File: src/rtl/bus_cond_detect_pkg.sv
package bus_cond_detect_pkg;
    parameter int CNT_W = 5;

    typedef struct packed {
        logic             sda_prev;
        logic [CNT_W-1:0] scl_high;
    } line_state_t;

    typedef struct packed {
        logic             active;
        logic [CNT_W-1:0] held;
        logic             pulse;
    } qual_state_t;

    typedef struct packed {
        logic pin_prev;
        logic pulse;
        logic req;
    } irq_state_t;
endpackage

File: src/rtl/bcd_line_track.sv
module bcd_line_track
    import bus_cond_detect_pkg::*;
(
    input  logic             clk,
    input  logic             rst_n,
    input  logic             scl_i,
    input  logic             sda_i,
    output logic             sda_prev_o,
    output logic [CNT_W-1:0] scl_high_o
);
    localparam logic [CNT_W-1:0] SAT = {CNT_W{1'b1}};

    line_state_t st_d, st_q;

    always_comb begin
        st_d          = st_q;
        st_d.sda_prev = sda_i;
        if (!scl_i)
            st_d.scl_high = '0;
        else if (st_q.scl_high != SAT)
            st_d.scl_high = st_q.scl_high + 1'b1;
    end

    always_ff @(posedge clk or negedge rst_n) begin
        if (!rst_n) begin
            st_q.sda_prev <= 1'b1;
            st_q.scl_high <= '0;
        end else begin
            st_q <= st_d;
        end
    end

    assign sda_prev_o = st_q.sda_prev;
    assign scl_high_o = st_q.scl_high;
endmodule

File: src/rtl/bcd_cond_qual.sv
module bcd_cond_qual
    import bus_cond_detect_pkg::*;
#(
    parameter logic NEW_LEVEL = 1'b0
) (
    input  logic             clk,
    input  logic             rst_n,
    input  logic             en_i,
    input  logic             cfg_ok_i,
    input  logic [CNT_W-1:0] half_i,
    input  logic             scl_i,
    input  logic             sda_i,
    input  logic             sda_prev_i,
    input  logic [CNT_W-1:0] scl_high_i,
    output logic             pulse_o
);
    qual_state_t st_d, st_q;
    logic        edge_seen;
    logic        setup_ok;

    assign edge_seen = (sda_prev_i != NEW_LEVEL) && (sda_i == NEW_LEVEL) && scl_i;
    assign setup_ok  = scl_high_i >= half_i;

    always_comb begin
        st_d       = st_q;
        st_d.pulse = 1'b0;
        if (!en_i) begin
            st_d.active = 1'b0;
            st_d.held   = '0;
        end else if (edge_seen && cfg_ok_i && setup_ok) begin
            st_d.active = 1'b1;
            st_d.held   = '0;
        end else if (st_q.active) begin
            if (scl_i && (sda_i == NEW_LEVEL)) begin
                if (st_q.held + 1'b1 == half_i) begin
                    st_d.pulse  = 1'b1;
                    st_d.active = 1'b0;
                    st_d.held   = '0;
                end else begin
                    st_d.held = st_q.held + 1'b1;
                end
            end else begin
                st_d.active = 1'b0;
                st_d.held   = '0;
            end
        end
    end

    always_ff @(posedge clk or negedge rst_n) begin
        if (!rst_n) begin
            st_q <= '0;
        end else begin
            st_q <= st_d;
        end
    end

    assign pulse_o = st_q.pulse;
endmodule

File: src/rtl/bcd_pin_irq.sv
module bcd_pin_irq
    import bus_cond_detect_pkg::*;
(
    input  logic clk,
    input  logic rst_n,
    input  logic en_i,
    input  logic sel_sda_i,
    input  logic rise_i,
    input  logic clr_i,
    input  logic scl_i,
    input  logic sda_i,
    output logic pulse_o,
    output logic req_o
);
    irq_state_t st_d, st_q;
    logic       pin_now;
    logic       hit;

    assign pin_now = sel_sda_i ? sda_i : scl_i;
    assign hit     = rise_i ? (!st_q.pin_prev && pin_now) : (st_q.pin_prev && !pin_now);

    always_comb begin
        st_d          = st_q;
        st_d.pin_prev = pin_now;
        st_d.pulse    = en_i && hit;
        st_d.req      = st_d.pulse || (st_q.req && !clr_i);
    end

    always_ff @(posedge clk or negedge rst_n) begin
        if (!rst_n) begin
            st_q.pin_prev <= 1'b1;
            st_q.pulse    <= 1'b0;
            st_q.req      <= 1'b0;
        end else begin
            st_q <= st_d;
        end
    end

    assign pulse_o = st_q.pulse;
    assign req_o   = st_q.req;
endmodule

File: src/rtl/bus_cond_detect.sv
module bus_cond_detect
    import bus_cond_detect_pkg::*;
(
    input  logic             clk,
    input  logic             rst_n,
    input  logic             enable_i,
    input  logic [CNT_W-1:0] cond_cnt_i,
    input  logic             irq_sel_sda_i,
    input  logic             irq_rise_i,
    input  logic             irq_clr_i,
    input  logic             scl_i,
    input  logic             sda_i,
    output logic             start_o,
    output logic             stop_o,
    output logic             irq_pulse_o,
    output logic             irq_req_o
);
    localparam int KINDS = 2;

    logic             cfg_ok;
    logic [CNT_W-1:0] half;
    logic             sda_prev;
    logic [CNT_W-1:0] scl_high;
    logic [KINDS-1:0] cond_pulse;

    assign cfg_ok = (cond_cnt_i != '0) && !cond_cnt_i[0];
    assign half   = cond_cnt_i >> 1;

    bcd_line_track u_track (
        .clk        (clk),
        .rst_n      (rst_n),
        .scl_i      (scl_i),
        .sda_i      (sda_i),
        .sda_prev_o (sda_prev),
        .scl_high_o (scl_high)
    );

    for (genvar k = 0; k < KINDS; k++) begin : g_qual
        bcd_cond_qual #(.NEW_LEVEL(k[0])) u_qual (
            .clk        (clk),
            .rst_n      (rst_n),
            .en_i       (enable_i),
            .cfg_ok_i   (cfg_ok),
            .half_i     (half),
            .scl_i      (scl_i),
            .sda_i      (sda_i),
            .sda_prev_i (sda_prev),
            .scl_high_i (scl_high),
            .pulse_o    (cond_pulse[k])
        );
    end

    assign start_o = cond_pulse[0];
    assign stop_o  = cond_pulse[1];

    bcd_pin_irq u_irq (
        .clk       (clk),
        .rst_n     (rst_n),
        .en_i      (enable_i),
        .sel_sda_i (irq_sel_sda_i),
        .rise_i    (irq_rise_i),
        .clr_i     (irq_clr_i),
        .scl_i     (scl_i),
        .sda_i     (sda_i),
        .pulse_o   (irq_pulse_o),
        .req_o     (irq_req_o)
    );
endmodule

File: config.mk
export PLATFORM = sky130hd
export DESIGN_NAME = bus_cond_detect
export DESIGN_NICKNAME = d
export VERILOG_FILES = /design/src/rtl/bus_cond_detect_pkg.sv /design/src/rtl/bcd_line_track.sv /design/src/rtl/bcd_cond_qual.sv /design/src/rtl/bcd_pin_irq.sv /design/src/rtl/bus_cond_detect.sv
export SDC_FILE = /design/constraint.sdc
export NUM_CORES = 1
export LEC_CHECK = 0
export CORE_MARGIN = 4
export CORE_UTILIZATION = 45
export DETAILED_ROUTE_END_ITERATION = 7
export DONT_BUFFER_PORTS = 1
export HOLD_SLACK_MARGIN = 0.06
export PLACE_DENSITY = 0.56
export SLEW_MARGIN = 20
export SYNTH_ARGS = -nofsm -noshare
export SYNTH_HDL_FRONTEND = slang
export SYNTH_HIERARCHICAL = 1
export SYNTH_SLANG_ARGS = --single-unit
export TNS_END_PERCENT = 10
File: constraint.sdc
create_clock -name clk -period 2.31 [get_ports clk]
set_clock_uncertainty 0.15 [all_clocks]
set_input_delay 0.462 -clock clk [delete_from_list [all_inputs] [get_ports clk]]
set_output_delay 0.462 -clock clk [all_outputs]
set_load 0.005 [all_outputs]
Word-level counts from Yosys, hierarchy flattened
Index checks and enable logic that the tools add are counted.
{"block": "word_totals", "ff_bits": 23, "input_bits": 13, "out_inout_bits": 4, "word_cells": 68}
{"block": "classes", "addsub": 3, "order_cmp": 1, "n_eq_ne": 6, "muxes": 24, "bitwise": 2, "n_reduce_logical": 21}
{"operator": "$mux W6", "n": 6}
{"operator": "$mux W5", "n": 4}
{"operator": "$add A5 B1 Y5 const B", "n": 3}
{"operator": "$logic_and A1 B1 Y1", "n": 15}
{"operator": "$mux W7", "n": 2}
{"operator": "$mux W1", "n": 12}
{"operator": "$eq A5 B4 Y1", "n": 2}
{"operator": "$ne A3 B1 Y1 const B", "n": 2}
{"operator": "$ge A5 B4 Y1", "n": 1}
{"operator": "$ne A5 B5 Y1 const B", "n": 1}
{"operator": "$reduce_bool A5 Y1", "n": 1}
{"operator": "$logic_not A1 Y1", "n": 4}
{"operator": "$ne A2 B1 Y1 const B", "n": 1}
{"operator": "$not A1 Y1", "n": 2}
{"operator": "$logic_or A1 B1 Y1", "n": 1}

Longest topological paths before layout
{"block": "logic_depth", "depth_word": 7, "depth_mapped": 7, "depth_no_buf": 7}

Modules after synthesis
Netlist, hierarchy kept.
{"module": "bcd_cond_qual at g_qual[0].u_qual", "n_inst": 1, "cells_per_inst": 69, "area_each_um2": 665.6, "seq_area_each_um2": 175.2}
{"module": "bcd_cond_qual at g_qual[1].u_qual", "n_inst": 1, "cells_per_inst": 74, "area_each_um2": 660.6, "seq_area_each_um2": 175.2}
{"module": "bcd_line_track", "n_inst": 1, "cells_per_inst": 21, "area_each_um2": 275.3, "seq_area_each_um2": 151.4}
{"module": "bcd_pin_irq", "n_inst": 1, "cells_per_inst": 9, "area_each_um2": 137.6, "seq_area_each_um2": 76.3}
{"module": "bus_cond_detect", "n_inst": 1, "cells_per_inst": 3, "area_each_um2": 13.8, "seq_area_each_um2": 0.0}

Least setup slack after synthesis
No wires, ideal clock.
{"block": "synth_timing", "path_type": "in2reg", "start": "input cond_cnt_i[4]", "end": "register g_qual[1].u_qual/st_q[1] (netlist name)", "setup_ns": 0.095, "t_arrival_ns": 1.812, "required_ns": 2.065, "slack_ns": 0.253, "cell_stages": 6, "path_buffers": 0, "cell_sequence": "inv_1 -> ha_1 -> or3_4 -> a31o_4 -> or3b_1 -> o31ai_1"}
{"block": "synth_via", "elab_chain_cells": 6, "word_cells_on_any_way": 12, "cone_classes": "1 x order compare; 2 x eq/ne; 5 x mux; 4 x reduce/logical"}
{"item": "start: declaration", "line_no": "bus_cond_detect.sv:7", "rtl": "input logic [CNT_W-1:0] cond_cnt_i,"}
{"item": "$eq A5 B4 Y1 / $reduce_bool A5 Y1 (equally long branches)", "line_no": "bcd_cond_qual.sv:35, bus_cond_detect.sv:26"}
{"item": "$mux W5 / $logic_and A1 B1 Y1 (equally long branches)", "line_no": "bcd_cond_qual.sv:35, bus_cond_detect.sv:26"}
{"item": "$mux W6 / $logic_and A1 B1 Y1 (equally long branches)", "line_no": "bcd_cond_qual.sv:34, bcd_cond_qual.sv:30"}
{"item": "$mux W7 / $logic_and A1 B1 Y1 (equally long branches)", "line_no": "bcd_cond_qual.sv:33, bcd_cond_qual.sv:30"}
{"item": "$mux W6", "line_no": "bcd_cond_qual.sv:30", "rtl": "end else if (edge_seen && cfg_ok_i && setup_ok) begin"}
{"item": "$mux W6", "line_no": "bcd_cond_qual.sv:27", "rtl": "if (!en_i) begin"}
{"item": "end signal: assignment", "line_no": "bcd_cond_qual.sv:53", "rtl": "st_q <= st_d;"}
{"item": "end: declaration", "line_no": "bcd_cond_qual.sv:17", "rtl": "qual_state_t st_d, st_q;"}
Several ways; a longest one is shown, not always the timed one. The select of a mux whose other input is x is not followed.
A chain may end at the register's enable or synchronous reset.

Final worst setup path
{"block": "layout_timing", "start": "register u_track/scl_high_o[0] (netlist name)", "end": "register g_qual[1].u_qual/st_q[5] (netlist name)"}
{"block": "layout_via", "elab_chain_cells": 4, "word_cells_on_any_way": 5, "cone_classes": "1 x order compare; 1 x eq/ne; 2 x mux; 1 x reduce/logical"}
{"item": "$ge A5 B4 Y1 *", "line_no": "bcd_cond_qual.sv:22", "rtl": "assign setup_ok = scl_high_i >= half_i;"}
{"item": "$logic_and A1 B1 Y1 *", "line_no": "bcd_cond_qual.sv:30"}
{"item": "$mux W6", "line_no": "bcd_cond_qual.sv:30"}
{"item": "$mux W6", "line_no": "bcd_cond_qual.sv:27"}
Mark *: on every way between the ends. The rest lies on a longest branch, timed or not.

==> flow_summary.json <==
{
  "initial_core_util": 0.472,
  "cp_slowest_cell": "dfrtp_1",
  "core_mm2": 0.00372,
  "reg2reg_depth": 7,
  "hold_violations": 0,
  "netlist_area_mm2": 0.00175,
  "netSwitchingPower_uw": 205,
  "grt.total_usage": 0.165,
  "yosysMostFrequentCell": "dfrtp_1",
  "place_area_mm2": 0.00182,
  "cts-root-buf": "clkbuf_8",
  "drt_pass1_iterations": 4,
  "finalCritPeriodShare": 0.908,
  "num_antenna_cells": 0,
  "crit_type": "reg2reg",
  "max_freq_mhz": 477,
  "period_minus_slack_ns": 2.10,
  "critPathTopFamily": "compound AO/OA/AOI/OAI gates",
  "area_growth_syn_to_layout_pct": 8.57,
  "fin_hold_ws_ns": 0.154,
  "synth.area.top_cells": "dfrtp_1 (30%), ha_1 (10%), xnor2_1 (5.0%)",
  "hpwl_um": 2930,
  "cp_num_buf_inv": 1,
  "synth_edf_count": 0,
  "finalSetupTns_ns": 0,
  "rr_endpoint": "g_qual[1].u_qual/st_q[5]$_DFFE_PN0P_",
  "seqPwrFrac": 0.536,
  "post_cts_buffers": 0,
  "ant_nets": 0,
  "drtIter0Drc": 136,
  "rsz0062_at_grt": "false",
  "synth-seq-cells": 23,
  "worstHoldEndpoint": "u_irq/req_o$_DFF_PN0_",
  "start_kind": "flip-flop",
  "setup_slack_ns": 0.213,
  "netlist_top_cells_count": "dfrtp_1 (21), inv_1 (16), ha_1 (14)",
  "clkLatencyLatePin_ns": 0.27,
  "power_uw": 790,
  "switching_share": 0.260,
  "nFillCells": 358,
  "ys_seq_area_frac": 0.330,
  "viasPerCell": 5.83,
  "cp.required_ns": 2.34,
  "critPathMaxFanout": 9,
  "min_path_cells": 1,
  "outcome": "finished clean",
  "die_x_um": 70.4,
  "synth_cells": 176,
  "final_cell_area_mm2": 0.00190,
  "maxCapViolations": 0,
  "cts_hold_buf": 3,
  "yosysTopAreaCell": "dfrtp_1",
  "p_comb_frac": 0.138,
  "h-tree-depth": 1,
  "hold_path.class": "in2reg",
  "p_int_uw": 585,
  "routed_wirelength_um": 3720,
  "grt_remaining_overflow": 0,
  "cts_buffers": 3,
  "synth_top_area_frac": 0.300,
  "place_ws_ns": 0.0380,
  "endpoint_kind": "flip-flop",
  "power_leakage_nw": 0.840,
  "grt_pass1_wl_um": 6570,
  "wl_per_cell_um": 16.0,
  "arrival_ns": 2.12,
  "vias": 1359,
  "path_clk_slew_ns": 0.09,
  "numPortBuffers": 0,
  "setup-violations-final": 0,
  "holdCritStartpoint": "irq_clr_i",
  "tritoncts": "yes",
  "nets": 213,
  "synth_flop_cell": "dfrtp_1",
  "drc": 0,
  "clk_path_buf_depth": 2,
  "r2r-start": "u_track/scl_high_o[0]$_DFFE_PN0P_",
  "cts_sinks": 23,
  "crit_chain": "inv_1 > ha_1 > nor3b_1 > o21ai_0 > a31o_4 > or3_1 > o32ai_1",
  "slew_viol_final": 0,
  "yosysWarnings": 6,
  "p_per_area_mw_per_mm2": 415,
  "clkPwrFrac": 0.326,
  "postSynthAreaPerCell_um2": 9.96,
  "synth_cell_types": 56,
  "grt_max_degree": 24,
  "ioPinCount": 17,
  "max_stage_delay_ns": 0.43,
  "grt_pass1_vias": 1399,
  "die_y_um": 70.4,
  "drive_gt1_frac": 0.135,
  "antenna_found_initial": 0,
  "die_area_mm2": 0.00496,
  "post_cts_resize_count": 0,
  "gp_congestion": 0.895,
  "async_reset_ff_frac": 1.00,
  "rows": 22,
  "vdd_drop_max_uv": 245,
  "reg2reg_slack_ns": 0.21
}
layout by cell type (no fill, tap or decap), types with 5 or more instances in the layout:
| master | synthesis | routed |
|---|---|---|
| inv_1 | 16 | 16 |
| nand3_1 | 11 | 11 |
| nor3_1 | 7 | 7 |
| conb_1 | 1 | 5 |
| nor2_1 | 7 | 7 |
| nor3b_1 | 5 | 5 |
| dfrtp_1 | 21 | 21 |
| xnor2_1 | 10 | 10 |
| ha_1 | 14 | 14 |
| xor2_1 | 5 | 5 |
sequential cells by signal, indices dropped and copies added, names as in the netlist:
register / count
u_track/sda_prev_o: 1
u_track/scl_high_o: 5
u_irq/st_q: 1
u_irq/pulse_o: 1
g_qual.u_qual/pulse_o: 2
g_qual.u_qual/st_q: 12
u_irq/req_o: 1
layer usage:
metal | up-vias | track usage | wire length (um)
met5 | - | 0 | 0
met3 | 4 | 0.0403 | 218
met4 | 0 | 0.0468 | 37
met1 | 647 | 0.205 | 1580
met2 | 44 | 0.281 | 1890
li1 | 664 | - | -
stage by stage:
stage	instances	utilization
finish	233	0.512
global route	233	0.512
CTS	233	0.512
detailed placement	226	0.489
global placement	226	0.489
floorplan	180	-
power by group through the flow:
stage                     Sequential [mW]  Combinational [mW]  Clock, mW
after CTS                           0.424               0.112      0.266
final                               0.424               0.109      0.257
after detailed placement            0.432              0.0957          0
after floorplan                     0.429              0.0798          0
after global placement              0.431              0.0922          0
after global routing                0.426               0.125      0.284
layout make-up:
| type | instances | area [um^2] | share of cell area |
|---|---|---|---|
| tap | 48 | 60.1 | 0.0316 |
| multi-input combinational | 139 | 1120 | 0.588 |
| inverter | 16 | 60.1 | 0.0316 |
| clock buffer | 3 | 41.3 | 0.0217 |
| timing repair buffer | 3 | 40.0 | 0.0210 |
| clock inverter | 1 | 5.00 | 0.00263 |
| sequential | 23 | 578 | 0.304 |
worst reg2reg max path, delay by kind of cell (launching register included):
kind            cells  cell delay, ns
simple gates        2            0.50
flops               1            0.43
compound gates      3            0.60
fa+ha+maj           1            0.27
buf+inv             1            0.07
worst max-delay path by stage:
stage	start	endpoint	slack, ns	cells past startpoint
finish	u_track/scl_high_o[0]$_DFFE_PN0P_	g_qual[1].u_qual/st_q[5]$_DFFE_PN0P_	0.21	7
detailed placement	cond_cnt_i[1]	g_qual[1].u_qual/st_q[5]$_DFFE_PN0P_	0.04	7
global route	u_track/scl_high_o[0]$_DFFE_PN0P_	g_qual[1].u_qual/st_q[5]$_DFFE_PN0P_	0.02	7
global placement	cond_cnt_i[1]	g_qual[1].u_qual/st_q[1]$_DFFE_PN0P_	0.09	7
CTS	u_track/scl_high_o[0]$_DFFE_PN0P_	g_qual[1].u_qual/st_q[5]$_DFFE_PN0P_	0.19	7
floorplan	cond_cnt_i[4]	g_qual[1].u_qual/st_q[1]$_DFFE_PN0P_	0.25	6
cell families (layout without fill, tap and decap cells):
group / count (synthesis) / in the layout / synth area share
buffers and inverters: 18 / 23 / 0.0407
and+or+nand+nor: 65 / 65 / 0.247
adders and majority gates: 14 / 14 / 0.0999
DFF: 23 / 23 / 0.330
other: 1 / 5 / 0.00214
xor gates and xnor gates: 15 / 15 / 0.0749
muxes: 3 / 3 / 0.0200
AOI/OAI and AO/OA: 37 / 37 / 0.186
No activity file was read; power rests on OpenSTA's default activity.
